[src/rtl/mref_addr_pkg.sv]
package mref_addr_pkg;

   typedef enum logic [1:0] {
      ST_IDLE  = 2'd0,
      ST_READ  = 2'd1,
      ST_WRITE = 2'd2,
      ST_DONE  = 2'd3
   } ea_state_e;

endpackage

[src/rtl/ea_field_decode.sv]
module ea_field_decode #(
   parameter int WORD_W     = 12,
   parameter int AUTO_LO    = 8,
   parameter int AUTO_HI    = 15,
   parameter bit AUTO_INDEX = 1'b1
) (
   input  logic [WORD_W-4:0] ifld,
   input  logic [WORD_W-1:0] iaddr,
   output logic [WORD_W-1:0] ptr,
   output logic              is_ind,
   output logic              is_auto
);
   localparam int OFS_W   = WORD_W - 5;
   localparam int PG_W    = WORD_W - OFS_W;
   localparam int IND_POS = WORD_W - 4;
   localparam int PG_POS  = WORD_W - 5;

   logic             on_page_zero;
   logic             use_cur_page;
   logic [PG_W-1:0]  page_base;

   assign on_page_zero = (iaddr[WORD_W-1:OFS_W] == {PG_W{1'b0}});
   assign use_cur_page = ifld[PG_POS] & ~on_page_zero;
   assign page_base    = use_cur_page ? iaddr[WORD_W-1:OFS_W] : {PG_W{1'b0}};
   assign ptr          = {page_base, ifld[OFS_W-1:0]};
   assign is_ind       = ifld[IND_POS];

   generate
      if (AUTO_INDEX) begin : g_autoidx
         assign is_auto = (ptr >= WORD_W'(AUTO_LO)) && (ptr <= WORD_W'(AUTO_HI));
      end else begin : g_noautoidx
         assign is_auto = 1'b0;
      end
   endgenerate
endmodule

[src/rtl/ea_autoinc.sv]
module ea_autoinc #(
   parameter int WORD_W = 12
) (
   input  logic [WORD_W-1:0] din,
   output logic [WORD_W-1:0] dout
);
   // Modulo 2**WORD_W: the carry out of the top bit is dropped.
   assign dout = din + WORD_W'(1);
endmodule

[src/rtl/ea_seq.sv]
module ea_seq
   import mref_addr_pkg::*;
#(
   parameter int WORD_W = 12
) (
   input  logic              clk,
   input  logic              rst_n,
   input  logic              start,
   input  logic [WORD_W-1:0] ptr_in,
   input  logic              ind_in,
   input  logic              auto_in,
   input  logic              rd_ack,
   input  logic [WORD_W-1:0] rd_data,
   input  logic [WORD_W-1:0] rd_inc,
   input  logic              wr_ack,
   output logic              busy,
   output logic              rd_req,
   output logic              wr_req,
   output logic [WORD_W-1:0] mem_addr,
   output logic [WORD_W-1:0] wr_data,
   output logic              done,
   output logic [WORD_W-1:0] ea
);
   ea_state_e         state_q;
   logic [WORD_W-1:0] ptr_q;
   logic [WORD_W-1:0] wdat_q;
   logic [WORD_W-1:0] ea_q;
   logic              auto_q;

   always_ff @(posedge clk or negedge rst_n) begin
      if (!rst_n) begin
         state_q <= ST_IDLE;
         ptr_q   <= '0;
         wdat_q  <= '0;
         ea_q    <= '0;
         auto_q  <= 1'b0;
      end else begin
         case (state_q)
            ST_IDLE: begin
               if (start) begin
                  ptr_q  <= ptr_in;
                  auto_q <= auto_in;
                  if (ind_in) begin
                     state_q <= ST_READ;
                  end else begin
                     ea_q    <= ptr_in;
                     state_q <= ST_DONE;
                  end
               end
            end
            ST_READ: begin
               if (rd_ack) begin
                  if (auto_q) begin
                     wdat_q  <= rd_inc;
                     ea_q    <= rd_inc;
                     state_q <= ST_WRITE;
                  end else begin
                     ea_q    <= rd_data;
                     state_q <= ST_DONE;
                  end
               end
            end
            ST_WRITE: begin
               if (wr_ack) state_q <= ST_DONE;
            end
            default: state_q <= ST_IDLE;
         endcase
      end
   end

   assign busy     = (state_q != ST_IDLE);
   assign rd_req   = (state_q == ST_READ);
   assign wr_req   = (state_q == ST_WRITE);
   assign done     = (state_q == ST_DONE);
   assign mem_addr = ptr_q;
   assign wr_data  = wdat_q;
   assign ea       = ea_q;
endmodule

[src/rtl/mref_addr_unit.sv]
module mref_addr_unit #(
   parameter int WORD_W     = 12,
   parameter int AUTO_LO    = 8,
   parameter int AUTO_HI    = 15,
   parameter bit AUTO_INDEX = 1'b1
) (
   input  logic              clk,
   input  logic              rst_n,
   input  logic              start,
   input  logic [WORD_W-1:0] instr,
   input  logic [WORD_W-1:0] instr_addr,
   output logic              busy,
   output logic              rd_req,
   output logic [WORD_W-1:0] rd_addr,
   input  logic              rd_ack,
   input  logic [WORD_W-1:0] rd_data,
   output logic              wr_req,
   output logic [WORD_W-1:0] wr_addr,
   output logic [WORD_W-1:0] wr_data,
   input  logic              wr_ack,
   output logic              done,
   output logic [WORD_W-1:0] ea
);
   localparam int OFS_W   = WORD_W - 5;
   localparam int FLD_TOP = WORD_W - 4;

   initial begin
      if (WORD_W < 8)
         $fatal(1, "mref_addr_unit: WORD_W must be at least 8");
      if (AUTO_LO > AUTO_HI)
         $fatal(1, "mref_addr_unit: AUTO_LO exceeds AUTO_HI");
      if (AUTO_HI >= (1 << OFS_W))
         $fatal(1, "mref_addr_unit: auto-index window must lie on page zero");
   end

   // Opcode bits take no part in address formation.
   logic unused_opcode;
   assign unused_opcode = ^instr[WORD_W-1:FLD_TOP+1];

   logic [WORD_W-1:0] ptr_w;
   logic              ind_w;
   logic              auto_w;
   logic [WORD_W-1:0] inc_w;
   logic [WORD_W-1:0] mem_addr_w;

   ea_field_decode #(
      .WORD_W    (WORD_W),
      .AUTO_LO   (AUTO_LO),
      .AUTO_HI   (AUTO_HI),
      .AUTO_INDEX(AUTO_INDEX)
   ) u_decode (
      .ifld   (instr[FLD_TOP:0]),
      .iaddr  (instr_addr),
      .ptr    (ptr_w),
      .is_ind (ind_w),
      .is_auto(auto_w)
   );

   ea_autoinc #(
      .WORD_W(WORD_W)
   ) u_inc (
      .din (rd_data),
      .dout(inc_w)
   );

   ea_seq #(
      .WORD_W(WORD_W)
   ) u_seq (
      .clk     (clk),
      .rst_n   (rst_n),
      .start   (start),
      .ptr_in  (ptr_w),
      .ind_in  (ind_w),
      .auto_in (auto_w),
      .rd_ack  (rd_ack),
      .rd_data (rd_data),
      .rd_inc  (inc_w),
      .wr_ack  (wr_ack),
      .busy    (busy),
      .rd_req  (rd_req),
      .wr_req  (wr_req),
      .mem_addr(mem_addr_w),
      .wr_data (wr_data),
      .done    (done),
      .ea      (ea)
   );

   assign rd_addr = mem_addr_w;
   assign wr_addr = mem_addr_w;
endmodule

[config.mk]
export PLATFORM = sky130hd
export DESIGN_NAME = mref_addr_unit
export DESIGN_NICKNAME = d
export VERILOG_FILES = /design/src/rtl/mref_addr_pkg.sv /design/src/rtl/ea_field_decode.sv /design/src/rtl/ea_autoinc.sv /design/src/rtl/ea_seq.sv /design/src/rtl/mref_addr_unit.sv
export SDC_FILE = /design/constraint.sdc
export NUM_CORES = 1
export LEC_CHECK = 0
export ABC_CLOCK_PERIOD_IN_PS = 3750
export BUFFER_PORTS_ARGS = -buffer_cell sky130_fd_sc_hd__buf_2
export CAP_MARGIN = 20
export CORE_ASPECT_RATIO = 2
export CORE_MARGIN = 4
export CORE_UTILIZATION = 51
export CTS_CLUSTER_DIAMETER = 30
export DETAILED_ROUTE_END_ITERATION = 12
export PLACE_DENSITY = 0.92
export SLEW_MARGIN = 20
export SYNTH_ARGS = -nofsm -noshare
export SYNTH_HDL_FRONTEND = slang
export SYNTH_SLANG_ARGS = --single-unit
export TNS_END_PERCENT = 20
[constraint.sdc]
create_clock -name clk -period 3.75 [get_ports clk]
set_clock_uncertainty 0.2 [all_clocks]
set_input_delay 0.1875 -clock clk [delete_from_list [all_inputs] [get_ports clk]]
set_output_delay 0.1875 -clock clk [all_outputs]
set_load 0.01 [all_outputs]
After elaboration in Yosys (flattened, before gate mapping). Cells that the tools add are included.

Bits in registers: 39. Logic and storage cells: 38. Bits of input ports: 41.

Eq/ne operators: 7. Reduce and logical (&&, ||, !) cells: 9. Magnitude comparators: 2. Add/subtract/negate cells: 1. Muxes and demuxes: 12. Bitwise logic cells: 2.

Operators by type and width (number): 12-bit 2-to-1 mux (4); 12-bit one-hot mux with 2 select lines (1); 12-bit by 1-bit adder with 12-bit output, second input constant (1); 12-bit by 4-bit >= comparator with 1-bit output, second input constant (1); 12-bit by 4-bit less-or-equal comparator with 1-bit output, second input constant (1); 2-bit 2-to-1 mux (4); 2-bit one-hot mux with 3 select lines (1); 3-bit AND reduction (2); 5-bit logical NOT (1); 5-bit 2-to-1 mux (1); 2-bit == test, second input constant (2); 2-bit by 1-bit != test with 1-bit output, second input constant (2); 2-bit != test, second input constant (2); 4-bit AND reduction (1); 2-bit nonzero test (2); 2-bit by 1-bit == test with 1-bit output, second input constant (1); 2-bit logical NOT (1); 2-bit AND reduction (1); 1-bit bitwise AND (1); 1-bit logical AND (1); 1-bit 2-to-1 mux (1); 1-bit inverter (1).

Logic depth before layout (Yosys ltp).
Word-level depth: 7. Mapped depth: 9.

Cells and area by module. Synthesis repeated with hierarchy kept, for this count alone.

Cell total of the unflattened synthesis: 204. Area total of the unflattened synthesis: 2349.8 µm².

By module, submodules not included: ea_seq (instances 1, cells an instance 146, area each 1941.9 µm²); ea_autoinc (instances 1, cells an instance 29, area each 198.9 µm²); ea_field_decode (instances 1, cells an instance 17, area each 118.9 µm²); mref_addr_unit (instances 1, cells an instance 12, area each 90.1 µm²).

Worst setup path after synthesis. Ideal clock, no wire load.

Path type: register to register. Start: register u_seq.state_q[0]. End: register u_seq.ea_q[8], in the netlist u_seq.ea[8]. Data arrival time: 1.568 ns. Period minus slack after synthesis: 1.854 ns. Path slack: 1.896 ns. Library setup time: 0.087 ns. Path buffers: 2. Data required time: 3.463 ns. Stages on the path, launching flop included: 9. Path through: dfrtp_1 inv_1 ha_1 clkbuf_2 mux2i_1 a21o_1 buf_2 or3_1 o211ai_1.

Word-level cells in the longest chain between the ends: 3.

RTL lines: from (decl) (RTL line ea_seq.sv:24) `ea_state_e state_q;`; from (signal assigned) (RTL line ea_seq.sv:32) `state_q <= ST_IDLE;`; from (signal assigned) (RTL line ea_seq.sv:44) `state_q <= ST_READ;`; from (signal assigned) (RTL line ea_seq.sv:47) `state_q <= ST_DONE;`; 2-bit by 1-bit == test with 1-bit output or 2-bit logical NOT (tied branches) (RTL line ea_seq.sv:38) `case (state_q)`; 2-bit by 1-bit != test with 1-bit output (no line) (tied with other cells); 4-bit AND reduction (no line); to (signal assigned) (RTL line ea_seq.sv:46) `ea_q <= ptr_in;`; to (signal assigned) (RTL line ea_seq.sv:55) `ea_q <= rd_inc;`; to (signal assigned) (RTL line ea_seq.sv:58) `ea_q <= rd_data;`; to (decl) (RTL line ea_seq.sv:27) `logic [WORD_W-1:0] ea_q;`.

Parallel ways exist; a longest one is shown, timed or not. A chain may end at the register's enable or synchronous reset.

Worst setup path after layout.
Start: register u_seq.state_q[1]. End: register u_seq.wdat_q[1], in the netlist u_seq.wr_data[1].

Word-level cells in the longest chain between the ends: 2.

RTL lines: 2-bit by 1-bit == test with 1-bit output (RTL line ea_seq.sv:38); 3-bit AND reduction (no line); to (signal assigned) (RTL line ea_seq.sv:54) `wdat_q <= rd_inc;`; to (decl) (RTL line ea_seq.sv:26) `logic [WORD_W-1:0] wdat_q;`.

No other way between the ends.

==> results.py <==
metrics = {
    "critical_path": {
        "critPathKind": "reg -> reg",
        "critPathLaunchType": "register",
        "cp.arrival_ns": 2.58,
        "critPathMaxFanout": 23,
        "rrSetupSlack_ns": 1.13,
        "critPathCaptureType": "register",
        "rr_worst_depth": 4,
        "cp_data_required_time_ns": 3.72,
    },
    "place": {
        "gp_congestion": 0.801,
        "dp_hpwl_mm": 3.89,
        "pre_cts_slack_ns": 1.13,
        "portBuffers": 82,
        "place_area_sq_um": 2490,
    },
    "sta": {
        "setup_tns_ns": 0,
        "final-max-slew-violation-count": 0,
        "rsz0062_at_grt": "false",
        "whs_ns": 0.00657,
        "slew_headroom_pct": 41.1,
        "clock.fmax_mhz": 382,
        "tightestPinTransition_ns": 0.883,
        "setup_violations": 0,
        "hold_violations": 0,
        "timing.final.crit_share_pct": 69.8,
        "fin_crit_ns": 2.62,
        "worst_slack_ns": 1.13,
    },
    "logic_synthesis": {
        "synthTopCellsByArea": "dfrtp_1, nand2_1, o21ai_0",
        "synthCells": 231,
        "yosysSeqAreaShare_pct": 45.0,
        "async_reset_ff_share_pct": 100,
        "synth_fp_nets": 277,
        "synth_top_area_cell": "dfrtp_1",
        "synth_cell_type_count": 36,
        "synth_edf_count": 0,
        "synth_ff_type": "dfrtp_1",
        "ys_warn_count": 0,
        "ys_seq_elements": 39,
        "syn_avg_cell_area_sq_um": 9.40,
        "netlist_area_sq_um": 2170,
        "synth_top_area_share_pct": 45.0,
        "synth_common_cells": "nand2_1, dfrtp_1, o21ai_0",
        "synth.most_common_cell": "nand2_1",
    },
    "clock_tree": {
        "cts_tree": "built",
        "cts-hold-fix-buffers": 12,
        "tritoncts.num_buffers": 5,
        "cts_resized": 0,
        "clk_latency_ns": 0.28,
        "h-tree-depth": 2,
        "clk_pin_slew_worst_paths_ns": 0.07,
        "cts.sinks": 39,
        "root_buffer": "clkbuf_8",
        "clk_path_buf_depth": 2,
        "cts_setup_buffers": 0,
    },
    "hold_path": {
        "whs_path_depth": 2,
        "holdCritPathClass": "in -> reg",
    },
    "global_route": {
        "antenna_found_initial": 0,
        "grt_pass1_wl_mm": 8.68,
        "overflow": 0,
        "grt_max_degree": 40,
        "grt_pass1_vias": 1850,
        "gr-usage-all-layers_pct": 21.1,
    },
    "outcome": {
        "status": "complete, no violations",
    },
    "power_and_ir_drop": {
        "p_sw_share_pct": 41.0,
        "seqPwrFrac_pct": 37.9,
        "netSwitchingPower_w": 0.000794,
        "power-per-cell-area_nw_per_um2": 721,
        "irDropWorstVdd_mv": 0.495,
        "pwr-share-comb_pct": 49.0,
        "pwr-share-clk_pct": 13.2,
        "internal_power_w": 0.00114,
        "p_leak_nw": 1.32,
    },
    "cells_and_area": {
        "final_util_pct": 65.7,
        "fillers": 359,
        "drive_gt1_share_pct": 31.3,
        "area_growth_pct": 23.7,
        "antennaDiodeCount": 0,
        "layout.nets": 354,
        "final_cell_area_sq_um": 2690,
    },
    "route": {
        "vias": 1883,
        "viasPerCell": 5.25,
        "drt_wl_total_mm": 5.23,
        "wl_per_cell_microns": 14.6,
        "drtAntennaViolNets": 0,
        "drt-pass1-iter-count": 4,
        "drtIter0Drc": 47,
        "post-route-drc-count": 0,
    },
    "floorplan": {
        "die_y_microns": 100,
        "start_util_pct": 53.1,
        "fp.coreArea_sq_um": 4090,
        "die_w_microns": 54.1,
        "io_pins": 93,
        "row_count": 33,
        "die-area_sq_um": 5430,
    },
    "flow_run": {
        "drv_cap": 0,
    },
}
==> cell families (layout without fill, tap and decap cells) <==
family / count (synthesis) / after routing / synth area share [%]
AOI/OAI and AO/OA: 41 / 41 / 10.7
DFF: 39 / 39 / 45.0
muxes: 14 / 14 / 6.92
buffers and inverters: 31 / 107 / 8.24
adders and majority gates: 5 / 5 / 2.88
xor gates and xnor gates: 19 / 19 / 7.67
and+or+nand+nor: 82 / 82 / 18.7
==> per-stage QoR <==
step	total power [W]	instances
global route	0.00209	359
floorplan	0.00138	231
detailed placement	0.00168	341
CTS	0.00195	359
global placement	0.00164	341
finish	0.00194	359
==> routing by layer <==
metal	up-vias	GRT usage (%)	share of wire, %
met3	8	4.16	6.2
met4	0	7.87	2.1
met5	-	0	0
li1	932	-	-
met1	878	24.7	36
met2	65	36.3	55
==> area by class of cell <==
class	instances	area [sq um]	area share, %
clock buffer	6	72.6	2.70
timing repair buffer	94	531	19.7
inverter	7	26.3	0.978
tap	52	65.1	2.42
sequential	39	976	36.3
multi-input combinational	161	1020	37.8
==> layout by cell type, fill, tap and decap left out <==
cell           Yosys  final
a21o_1             1      1
a21oi_1            2      2
a222oi_1           1      1
and2_1             1      1
and3_1             2      2
and4_1             2      2
buf_2              4     82
clkbuf_1           5      1
clkbuf_8           0      5
dfrtp_1           39     39
dlygate4sd3_1      0     12
ha_1               5      5
inv_1              7      7
mux2_2             8      8
mux2i_1            6      6
nand2_1           47     47
nand2b_1           2      2
nand3_1            7      7
nand3b_1           2      2
nand4_1            4      4
nand4_4            1      1
nor2_1             4      4
nor2b_1            1      1
nor3_1             2      2
nor4b_1            1      1
o211ai_1           3      3
o21ai_0           30     30
o21bai_1           1      1
o221ai_1           2      2
o22ai_1            1      1
or3_1              3      3
or4_1              2      2
or4b_1             1      1
xnor2_1           11     11
xor2_1             8      8
==> path summary, 6_finish.rpt <==
kind / start / end
worst min-delay path: rd_data[0] / u_seq.wr_data[0]
worst max-delay path: u_seq.state_q[1] / u_seq.wr_data[1]
max in group asynchronous: rst_n / u_seq.mem_addr[6]
min in group asynchronous: rst_n / u_seq.wr_data[1]
worst min register to register: u_seq.wr_data[6] / u_seq.wr_data[6]
worst max register to register: u_seq.state_q[1] / u_seq.wr_data[1]
==> worst max-delay path: stages, from the launching register on <==
cell,delay (ns)
dfrtp_1,0.40
inv_1,0.10
ha_1,0.63
nand3_1,0.69
mux2_2,0.48
==> sequential cells by signal (all words and copies together) (netlist names) <==
| name | count |
|---|---|
| u_seq.wr_data | 12 |
| u_seq.ea | 12 |
| u_seq.mem_addr | 12 |
| u_seq.auto_q | 1 |
| u_seq.state_q | 2 |
==> power by group through the flow <==
stage | clock (W) | sequential, W | combinational, W
after global placement | 0 | 0.000727 | 0.000909
after floorplan | 0 | 0.000816 | 0.000566
final | 0.000255 | 0.000734 | 0.000948
after detailed placement | 0 | 0.000740 | 0.000941
after global routing | 0.000279 | 0.000756 | 0.00105
after CTS | 0.000262 | 0.000733 | 0.000953
Power figures use the tool's default switching activity.
